**src/rtl/mw_eeprom_reader.sv**
```systemverilog
module mw_eeprom_reader #(
  parameter int HALF_DIV = 125
) (
  input  logic        clk,
  input  logic        rst_n,
  input  logic        req,
  input  logic [7:0]  addr,
  output logic        ack,
  output logic [15:0] rdata,
  output logic        busy,
  output logic        size_large,
  output logic        detect_err,
  output logic        mw_cs,
  output logic        mw_sk,
  output logic        mw_di,
  input  logic        mw_do
);
  localparam int CW = (HALF_DIV > 1) ? $clog2(HALF_DIV) : 1;
  localparam logic [4:0] DET_SMALL_SLOT = 5'd9;
  localparam logic [4:0] DET_LARGE_SLOT = 5'd11;

  typedef enum logic [1:0] {S_IDLE, S_DET, S_RD, S_GAP} st_t;

  st_t           st;
  logic [CW-1:0] div;
  logic [4:0]    slot;
  logic [10:0]   tx;
  logic [15:0]   rx;
  logic          det_done, last, gap_n;

  wire       tick = (div == CW'(HALF_DIV - 1));
  wire [4:0] nab  = size_large ? 5'd8 : 5'd6;

  assign mw_di = mw_cs & tx[10];

  always_ff @(posedge clk or negedge rst_n) begin
    if (!rst_n) begin
      st <= S_IDLE;  div <= '0;  slot <= '0;  tx <= '0;  rx <= '0;
      rdata <= '0;  ack <= 1'b0;  busy <= 1'b0;  size_large <= 1'b0;
      detect_err <= 1'b0;  det_done <= 1'b0;  last <= 1'b0;  gap_n <= 1'b0;
      mw_cs <= 1'b0;  mw_sk <= 1'b0;
    end else begin
      ack <= 1'b0;
      div <= (st == S_IDLE || tick) ? '0 : div + 1'b1;
      case (st)
        S_IDLE: begin
          slot  <= '0;
          last  <= 1'b0;
          gap_n <= 1'b0;
          if (!det_done) begin
            mw_cs <= 1'b1;
            tx    <= 11'b110_0000_0000;
            st    <= S_DET;
          end else if (req) begin
            mw_cs <= 1'b1;
            busy  <= 1'b1;
            tx    <= size_large ? {3'b110, addr} : {3'b110, addr[5:0], 2'b00};
            st    <= S_RD;
          end
        end
        S_DET, S_RD: if (tick) begin
          if (!mw_sk) begin
            mw_sk <= 1'b1;
            if (st == S_DET) begin
              if (slot == DET_SMALL_SLOT && !mw_do) begin
                last <= 1'b1;
                size_large <= 1'b0;
              end else if (slot == DET_LARGE_SLOT) begin
                last <= 1'b1;
                size_large <= !mw_do;
                detect_err <= mw_do;
              end
            end else begin
              if (slot >= nab + 5'd4) rx <= {rx[14:0], mw_do};
              if (slot == nab + 5'd19) last <= 1'b1;
            end
          end else begin
            mw_sk <= 1'b0;
            slot  <= slot + 1'b1;
            tx    <= {tx[9:0], 1'b0};
            if (last) begin
              mw_cs <= 1'b0;
              st    <= S_GAP;
            end
          end
        end
        S_GAP: if (tick) begin
          gap_n <= 1'b1;
          if (gap_n) begin
            st <= S_IDLE;
            if (!det_done) det_done <= 1'b1;
            else begin
              ack   <= 1'b1;
              busy  <= 1'b0;
              rdata <= rx;
            end
          end
        end
        default: st <= S_IDLE;
      endcase
    end
  end

  logic [31:0] hi_cnt, lo_cnt;
  logic        had_frame;
  always_ff @(posedge clk or negedge rst_n) begin
    if (!rst_n) begin
      hi_cnt <= '0;  lo_cnt <= '0;  had_frame <= 1'b0;
    end else begin
      hi_cnt <= mw_sk ? hi_cnt + 1 : '0;
      lo_cnt <= mw_cs ? '0 : lo_cnt + 1;
      if (!mw_cs && had_frame == 1'b0 && det_done) had_frame <= 1'b1;
      else if (mw_cs) had_frame <= 1'b1;
    end
  end

  AST_SK_NEEDS_CS: assert property (@(posedge clk) disable iff (!rst_n) mw_sk |-> mw_cs);
  AST_SK_HIGH_LEN: assert property (@(posedge clk) disable iff (!rst_n) $fell(mw_sk) |-> hi_cnt == 32'(HALF_DIV));
  AST_DI_HOLD: assert property (@(posedge clk) disable iff (!rst_n) mw_sk |-> $stable(mw_di));
  AST_ERR_SMALL: assert property (@(posedge clk) disable iff (!rst_n) detect_err |-> !size_large);
  AST_HOLDOFF: assert property (@(posedge clk) disable iff (!rst_n) !det_done |-> !busy && !ack);
  AST_ACK_PULSE: assert property (@(posedge clk) disable iff (!rst_n) ack |=> !ack);
  AST_ACK_ENDS_BUSY: assert property (@(posedge clk) disable iff (!rst_n) ack |-> !busy && $past(busy));
  AST_CS_GAP: assert property (@(posedge clk) disable iff (!rst_n) ($rose(mw_cs) && had_frame) |-> lo_cnt >= 32'(2 * HALF_DIV));
endmodule

```
**config.mk**
```make
export PLATFORM = sky130hd
export DESIGN_NAME = mw_eeprom_reader
export DESIGN_NICKNAME = d
export VERILOG_FILES = /design/src/rtl/mw_eeprom_reader.sv
export SDC_FILE = /design/constraint.sdc
export NUM_CORES = 1
export LEC_CHECK = 0
export ABC_CLOCK_PERIOD_IN_PS = 2200
export CAP_MARGIN = 20
export CORE_AREA = 2 2 94 96
export DETAILED_ROUTE_END_ITERATION = 10
export DIE_AREA = 0 0 96 98
export DONT_BUFFER_PORTS = 1
export RECOVER_POWER = 25
export SLEW_MARGIN = 5
export SYNTH_ARGS = -nofsm -noshare
export SYNTH_HDL_FRONTEND = slang
export SYNTH_SLANG_ARGS = --single-unit
```
**constraint.sdc**
```tcl
create_clock -name clk -period 2.2 [get_ports clk]
set_input_delay 0.11 -clock clk [delete_from_list [all_inputs] [get_ports clk]]
set_output_delay 0.11 -clock clk [all_outputs]
set_load 0.1 [all_outputs]
```
Word-level counts from Yosys, hierarchy flattened
Index checks and enable logic that the tools add are counted.

RAM bits: 0. Output and inout bits: 23. Memories kept: 0. ROM bits: 0. Input bits: 12. Word-level logic and storage cells: 110. Flip-flop bits (word level): 66. Bits in latches: 0.

Divide/modulo/power cells: 0. Equal/unequal tests: 19. Shifts and indexed selects: 0. Add/subtract/negate cells: 4. Bitwise operators: 4. Order comparisons: 1. Multiply operators: 0. Mux-type cells: 46. Reductions and logical operators: 21.

Operator list (count): two-way mux 11 bit (4); two-way mux 1 bit (23); one-hot mux 11 bit (2 select lines) (1); AND reduction 5 bit (4); inequality test 2 bit (second input constant) (9); AND reduction 6 bit (3); two-way mux 2 bit (7); == test 5 x 4 -> 1 bit (second input constant) (2); two-way mux 5 bit (2); one-hot mux 5 bit (2 select lines) (1); two-way mux 8 bit (1); one-hot mux 1 bit (2 select lines) (4); AND reduction 4 bit (2); adder 7 x 1 -> 7 bit (second input constant) (1); == test 7 bit (second input constant) (1); two-way mux 7 bit (1); inequality test 3 bit (second input constant) (2); one-hot mux 2 bit (3 select lines) (1); AND reduction 3 bit (2); nonzero test 2 bit (3); adder 4 x 3 -> 5 bit (second input constant) (1); adder 4 x 5 -> 5 bit (second input constant) (1); adder 5 x 1 -> 5 bit (second input constant) (1); == test 5 bit (1); other kinds (13) (17).

Depth between registers and ports, before layout
Gate-level depths: netlist of run 1.

Depth after elaboration: 8. Mapped depth: 8. Depth with buffers taken out: 6.

Worst setup path before layout of run 1
OpenSTA, ideal clock, no wires.

Kind: reg-to-reg. From: register size_large. To: register rx[10]. Clock period less this slack: 3.013 ns. Path slack: -0.813 ns. Setup time: 0.125 ns. Arrival time: 2.889 ns. Required time: 2.075 ns. Cell stages (with the launch flop): 9. Path buffers: 2. Path through: dfrtp_1 > clkbuf_1 > inv_1 > ha_1 > nand2b_1 > a21oi_1 > o21ai_1 > buf_2 > mux2_2.

Longest elaborated chain between the ends: 4.

RTL lines: start, declared (line 11) `output logic size_large,`; start signal, assigned (line 70) `size_large <= !mw_do;`; two-way mux 4 bit (line 32) `wire [4:0] nab = size_large ? 5'd8 : 5'd6;`; adder 4 x 3 -> 5 bit (line 74) `if (slot >= nab + 5'd4) rx <= {rx[14:0], mw_do};`; >= comparator 5 bit (line 74); AND reduction 5 bit (no source line); end signal, assigned (line 74); end, declared (line 28) `logic [15:0] rx;`.

Every way passes these cells. A chain may end at the register's enable or synchronous reset.

Worst setup path after layout of run 1
From: register size_large. To: register rx[14].

The elaborated chain is that of the path after synthesis.

==> results.md, run 1 <==
- Power per Cell Area: 650 nW/um2
- Fmax achieved: 0.478 GHz
- Core Region: 8470 um2
- Relative max-transition margin: 0.426
- Final number of max-transition violations: 0
- Final critical-path required period: 2090 ps
- Die area: 9410 um2
- Total nets after synthesis: 295
- Utilization after layout: 0.441
- Clock tree skew after final layout: 6.99 ps
- Diodes inserted: 0
- Register area: 1660 um2
- Final Routed Wirelength: 5930 um
- Synthesized area per cell: 11.4 um2
- Amount of wire on met3 after detailed routing: 357 um
- Width of the chip: 96 um
- Least-Margin Pin Slew: 861 ps
- Area share of the largest cell type after synthesis: 0.528
- Antenna-violating nets left: 0
- Largest fanout of any net on the critical path: 16
- Via-to-Cell Ratio: 5.00
- Path class of the lowest-slack min-delay path: in -> reg
- Critical Path, Cell by Cell: inv_2, ha_1, nand2b_1, a21oi_1, o21ai_2, mux2_2
- Total number of yosys warnings: 0
- Cell Count, Final, Fillers Out: 419
- DRT Pass-1 Iters: 5
- Total negative slack for setup checks: 0 ps
- PnR Total Power: 2.42 mW
- Clock insertion delay at the later pin of the skew report: 330 ps
- Data required time at the worst endpoint: 2420 ps
- Pin count of the biggest net entering global routing: 67
- Category of the critical setup timing path: reg -> reg
- Total clock buffers created by CTS: 9
- Total number of nets in the final design: 327
- Final setup margin: 108 ps
- Global-route wire length before repair: 10200 um
- Clock tree root buffer cell: sky130_fd_sc_hd__clkbuf_8
- Remaining DRCs: 0
- Setup bufs post-CTS: 0
- Synth Instances: 274
- Post-route fraction of the period consumed by the critical path: 0.951
- Global placement routability congestion: 0.894
- Length of routed met2 wiring: 2790 um
- Type of origin of the critical path: flop
- Number of unique standard cell types used by synthesis: 44
- Post-DR wirelength/cell: 14.1 um
- Worst-case setup slack after placement: 93.7 ps
- DR vias: 2095
- Most frequent cells after synthesis: sky130_fd_sc_hd__dfrtp_1 (66), sky130_fd_sc_hd__mux2_2 (40), sky130_fd_sc_hd__nand2_1 (28), sky130_fd_sc_hd__o21ai_0 (17), sky130_fd_sc_hd__inv_1 (16)
- Largest stage delay on the critical path: 650 ps
- Vias in the first global route: 2138
- Initial antenna violation count: 0
- Reg2reg path depth: 6
- Clock-pin slew of the registers on the worst-case setup and hold paths: 80 ps
- Largest area contributor in the synthesized netlist: sky130_fd_sc_hd__dfrtp_1
- Wl on met1: 2660 um
- Maximum buffer depth of the clock tree: 2
- Worst hold stages: 3
- Most common cell in the netlist: sky130_fd_sc_hd__dfrtp_1
- Flops & latches, synth: 66
- Std-Cell Rows: 34
- Floorplan die height: 98 um
- Hold violation total from the final report: 0
- Sort of element at the end of the critical path: flop
- Proportion of layout cells with a drive suffix above 1: 0.322
- Setup repair after global routing missed its margin: false
- Total global routing overflow: 0
- Worst hold margin: 114 ps
- Input/output buffers: 0
- Non-Filler Cell Area, Final: 3730 um2
- Top Metal Used: met4
- Crit-path slowest cell: sky130_fd_sc_hd__o21ai_2
- Initial Util: 0.369
- Worst IR Drop VDD: 569 uV
- Placed Instances: 399
- Clock tree from TritonCTS: built
- Area growth from synthesis to layout: 19.2%
- Combined area of the multi-input logic cells: 1360 um2
- Arrival time of the worst setup path: 2310 ps
- Final setup violation count: 0
- Post-synth design cell area: 3130 um2
- Post-synthesis async set-or-reset flop share: 1.00
- Total routing usage reported by global routing: 0.137
- Sequential share of the synthesized area: 0.528
- Main area contributors after synthesis: sky130_fd_sc_hd__dfrtp_1 (53%), sky130_fd_sc_hd__mux2_2 (14%), sky130_fd_sc_hd__ha_1 (3.6%)
- TritonCTS Sinks: 66
- First-iteration detailed-routing DRC count: 66
- Filler cell count: 764
- Synth Flop Type: sky130_fd_sc_hd__dfrtp_1
- Sum of net half-perimeters after detailed placement: 4070 um
- Number of top-level design ports: 35
- CTS H-Tree Depth: 3
- DP Area: 3440 um2
- Number of enable flip-flop cells after synthesis: 0
- Status: finished clean
- P_leak: 1.79 nW
- Max capacitance violation total: 0
## placed cells by master, fill, tap and decap left out, drive strengths merged, types with 2 or more instances in the layout
master,count
nand4,2
or3,2
or2,2
dfrtp,66
a311oi,2
nand3,8
nor2,14
inv,20
a21o,2
nor4,5
o31ai,4
xor2,3
nor4bb,2
a21oi,5
dlygate4sd3,3
buf,32
xnor2,6
o21ai,18
nor3,4
nand2,28
mux2,40
clkbuf,9
mux2i,8
ha,9
bufinv,2
## power breakdown
| part | internal, mW | switching [mW] | leakage, nW |
|---|---|---|---|
| clock | 0.658 | 0.514 | 0.113 |
| sequential | 1.21 | 0.000791 | 0.845 |
| combinational | 0.0118 | 0.0268 | 0.833 |
| total | 1.88 | 0.542 | 1.79 |
## worst paths after layout
path / from / endpoint / slack [ps]
worst max-delay path: size_large / rx[14] / 110
worst min-delay path: addr[1] / tx[3] / 110
worst max register to register: size_large / rx[14] / 110
worst min register to register: div[0] / div[0] / 500
max in group asynchronous: rst_n / size_large / 1610
min in group asynchronous: rst_n / rx[9] / 300
## registers in the layout (all words and copies together) (netlist names)
name,flops
ack,1
busy,1
det_done,1
detect_err,1
div,7
gap_n,1
last,1
mw_cs,1
mw_sk,1
rdata,16
rx,16
size_large,1
slot,5
st,2
tx,11
## worst max-delay path, delay by kind of cell (launching register included)
kind | cells | cell delay (ps)
compound gates | 2 | 720
fa+ha+maj | 1 | 230
buf+inv | 1 | 60
flops | 1 | 480
mux | 1 | 420
simple gates | 1 | 70
## final cells by class
type / instances / area share
Clock buffer: 9 / 0.0332
Clock inverter: 7 / 0.0282
Inverter: 16 / 0.0161
Multi-Input combinational cell: 178 / 0.364
Sequential cell: 66 / 0.444
Tap cell: 108 / 0.0362
Timing Repair Buffer: 35 / 0.0778
## cell families (layout without fill, tap and decap cells)
kind of cell,after synthesis,in the layout,share of synthesized area
XOR/XNOR,9,9,0.0252
AND/OR/NAND/NOR,75,75,0.125
AO/OA/AOI/OAI,37,37,0.0764
adder cells (fa/ha/maj),9,9,0.0360
buffers and inverters,30,67,0.0400
flip-flops,66,66,0.528
multiplexers,48,48,0.170
## per-layer routing
layer,global-route usage,up-vias
li1,-,1014
met1,0.175,1025
met2,0.207,45
met3,0.0556,11
met4,0.0516,0
met5,0,-
## timing repair
item                                    in CTS  in global routing
hold endpoints to repair                    70                  0
resized for setup                            0                  1
hold buffers                                 4                  0
endpoints found under the setup margin       0                  2
No activity file was read; power rests on OpenSTA's default activity.
==> inputs of run 2 (changes only) <==
--- a/config.mk
+++ b/config.mk
@@ -5,7 +5,7 @@
 export SDC_FILE = /design/constraint.sdc
 export NUM_CORES = 1
 export LEC_CHECK = 0
-export ABC_CLOCK_PERIOD_IN_PS = 2200
+export ABC_CLOCK_PERIOD_IN_PS = 1720
 export CAP_MARGIN = 20
 export CORE_AREA = 2 2 94 96
 export DETAILED_ROUTE_END_ITERATION = 10
==> constraint.sdc (replaced) <==
create_clock -name clk -period 1.72 [get_ports clk]
set_input_delay 0.086 -clock clk [delete_from_list [all_inputs] [get_ports clk]]
set_output_delay 0.086 -clock clk [all_outputs]
set_load 0.1 [all_outputs]
==> run 2 against run 1 <==
Compared with the run above: largest power group unchanged; first-iteration DRC count is 20% higher; the run now ends with setup timing left; clock power is 16% higher; total power grew 22%; combinational power is 12% higher; worst setup slack lost 220 ps; non-clock buffer count up 37; critical path depth increased by 2; flip-flop and latch count did not move.
==> results.md, run 2 (synthesis gave the netlist of run 1 again) <==
- Pin count of the biggest net entering global routing: 67 (unchanged)
- Global-route wire length before repair: 11100 um (was 10200 um)
- Diodes inserted: 0 (unchanged)
- Maximum buffer depth of the clock tree: 2 (unchanged)
- Relative max-transition margin: 0.406 (was 0.426)
- Final critical-path required period: 1840 ps (was 2090 ps)
- Least-Margin Pin Slew: 891 ps (was 861 ps)
- Start point of the worst min-delay path: req (was addr[1])
- DRT Pass-1 Iters: 4 (was 5)
- Remaining DRCs: 0 (unchanged)
- CTS H-Tree Depth: 3 (unchanged)
- Total number of nets in the final design: 364 (was 327)
- Clock insertion delay at the later pin of the skew report: 340 ps (was 330 ps)
- Worst R2R Start: st[0] (was size_large)
- Vias in the first global route: 2269 (was 2138)
- Initial Util: 0.369 (unchanged)
- Failing checks: setup timing
- Floorplan die height: 98 um (unchanged)
- Path class of the lowest-slack min-delay path: in -> reg (unchanged)
- Via-to-Cell Ratio: 4.98 (was 5.00)
- Post-DR wirelength/cell: 14.6 um (was 14.1 um)
- Data required time at the worst endpoint: 1950 ps (was 2420 ps)
- Total clock buffers created by CTS: 9 (unchanged)
- Worst IR Drop VDD: 435 uV (was 569 uV)
- Biggest registers after layout: rdata (16), rx (16), tx (11) (unchanged)
- TritonCTS Sinks: 66 (unchanged)
- Worst-case setup slack after placement: -237 ps (was 93.7 ps)
- CP startpoint: st[0] (was size_large)
- Proportion of layout cells with a drive suffix above 1: 0.480 (was 0.322)
- Status: complete, but fails checks (was finished clean)
- P_leak: 2.06 nW (was 1.79 nW)
- Clock tree skew after final layout: 9.88 ps (was 6.99 ps)
- Area growth from synthesis to layout: 38.9% (was 19.2%)
- Final Routed Wirelength: 6680 um (was 5930 um)
- Category of the critical setup timing path: reg -> reg (unchanged)
- Total routing usage reported by global routing: 0.150 (was 0.137)
- Setup repair after global routing missed its margin: true (was false)
- Most frequent cells in the layout: sky130_fd_sc_hd__dfrtp_1 (64), sky130_fd_sc_hd__buf_4 (61), sky130_fd_sc_hd__nand2_1 (28) (was sky130_fd_sc_hd__dfrtp_1 (64), sky130_fd_sc_hd__mux2_2 (40), sky130_fd_sc_hd__buf_4 (31))
- Final number of max-transition violations: 0 (unchanged)
- Non-Filler Cell Area, Final: 4340 um2 (was 3730 um2)
- Type of origin of the critical path: flop (unchanged)
- Initial antenna violation count: 0 (unchanged)
- Arrival time of the worst setup path: 2060 ps (was 2310 ps)
- Hold violation total from the final report: 0 (unchanged)
- Sort of element at the end of the critical path: flop (unchanged)
- Global placement routability congestion: 0.799 (was 0.894)
- Core Region: 8470 um2 (unchanged)
- Number of top-level design ports: 35 (unchanged)
- DP Area: 3850 um2 (was 3440 um2)
- Max capacitance violation total: 0 (unchanged)
- Antenna-violating nets left: 0 (unchanged)
- DR vias: 2271 (was 2095)
- Power per Cell Area: 680 nW/um2 (was 650 nW/um2)
- Most common cell after layout, fill and taps aside: sky130_fd_sc_hd__dfrtp_1 (unchanged)
- Die area: 9410 um2 (unchanged)
- Final setup violation count: 28 (was 0)
- Std-Cell Rows: 34 (unchanged)
- Largest fanout of any net on the critical path: 12 (was 16)
- First-iteration detailed-routing DRC count: 79 (was 66)
- Input/output buffers: 0 (unchanged)
- Width of the chip: 96 um (unchanged)
- Final setup margin: -116 ps (was 108 ps)
- Clock tree root buffer cell: sky130_fd_sc_hd__clkbuf_8 (unchanged)
- Fmax achieved: 0.545 GHz (was 0.478 GHz)
- Clock tree from TritonCTS: built (unchanged)
- Sum of net half-perimeters after detailed placement: 4520 um (was 4070 um)
- Clock-pin slew of the registers on the worst-case setup and hold paths: 80 ps (about the same)
- Total global routing overflow: 0 (unchanged)
- Post-route fraction of the period consumed by the critical path: 1.07 (was 0.951)
[run 2: final timing paths]
path	slack [ps]	depth (start not counted)	endpoint
setup / recovery	-120	8	rx[12]
hold / removal	80	3	busy
setup reg to reg	-120	8	rx[12]
hold reg to reg	510	1	rdata[13]
max in group asynchronous	600	2	size_large
min in group asynchronous	430	2	rdata[10]
[run 2: worst max-delay path, cell delays in order (launching register included)]
cell and delay (ps):
sky130_fd_sc_hd__dfrtp_1 380, sky130_fd_sc_hd__inv_2 60, sky130_fd_sc_hd__ha_4 300, sky130_fd_sc_hd__nand4b_1 120, sky130_fd_sc_hd__nor4_2 170, sky130_fd_sc_hd__buf_4 170
sky130_fd_sc_hd__o21ai_4 70, sky130_fd_sc_hd__buf_12 160, sky130_fd_sc_hd__mux2_4 290
[run 2: what timing repair did]
item,in CTS,in global routing
setup endpoints to repair,50,60
hold endpoints to repair,70,0
gates resized for setup,17,20
pin swaps,5,7
setup buffers,4,2
hold buffers,4,0
[run 2: stage by stage]
stage                      util  TNS (ps)  hold slack (ps)  total power [mW]  std cells
after floorplan               -     -6370             -210              1.59        274
after global placement    0.455     -4340             -208              1.59        430
after detailed placement  0.455     -5560             -208              1.59        430
after CTS                 0.499     -2440             69.6              3.00        454
after global routing      0.513     -5750             82.5              3.08        456
final                     0.513     -2360             84.9              2.96        456
[run 2: final cells by class]
class                      count  area (um2)
clock buffer                   9         124
tap                          108         135
clock inverter                 7        81.3
inverter                      16        67.6
timing repair buffer          72         609
sequential                    66        1660
multi-input combinational    178        1670
fill                         752        4120
[run 2: power by group]
| part | total [mW] | leakage (nW) | internal [mW] | switching [mW] |
|---|---|---|---|---|
| clock network | 1.36 | 0.101 | 0.692 | 0.667 |
| registers | 1.55 | 0.844 | 1.55 | 0.000833 |
| logic | 0.0435 | 1.12 | 0.00989 | 0.0336 |
| total | 2.96 | 2.06 | 2.25 | 0.702 |
[run 2: layer usage]
| layer | vias up | share of wire | track usage |
|---|---|---|---|
| met4 | 0 | 0.0090 | 0.0538 |
| met5 | - | 0 | 0 |
| met1 | 1135 | 0.47 | 0.204 |
| li1 | 1093 | - | - |
| met3 | 4 | 0.028 | 0.0370 |
| met2 | 39 | 0.50 | 0.232 |
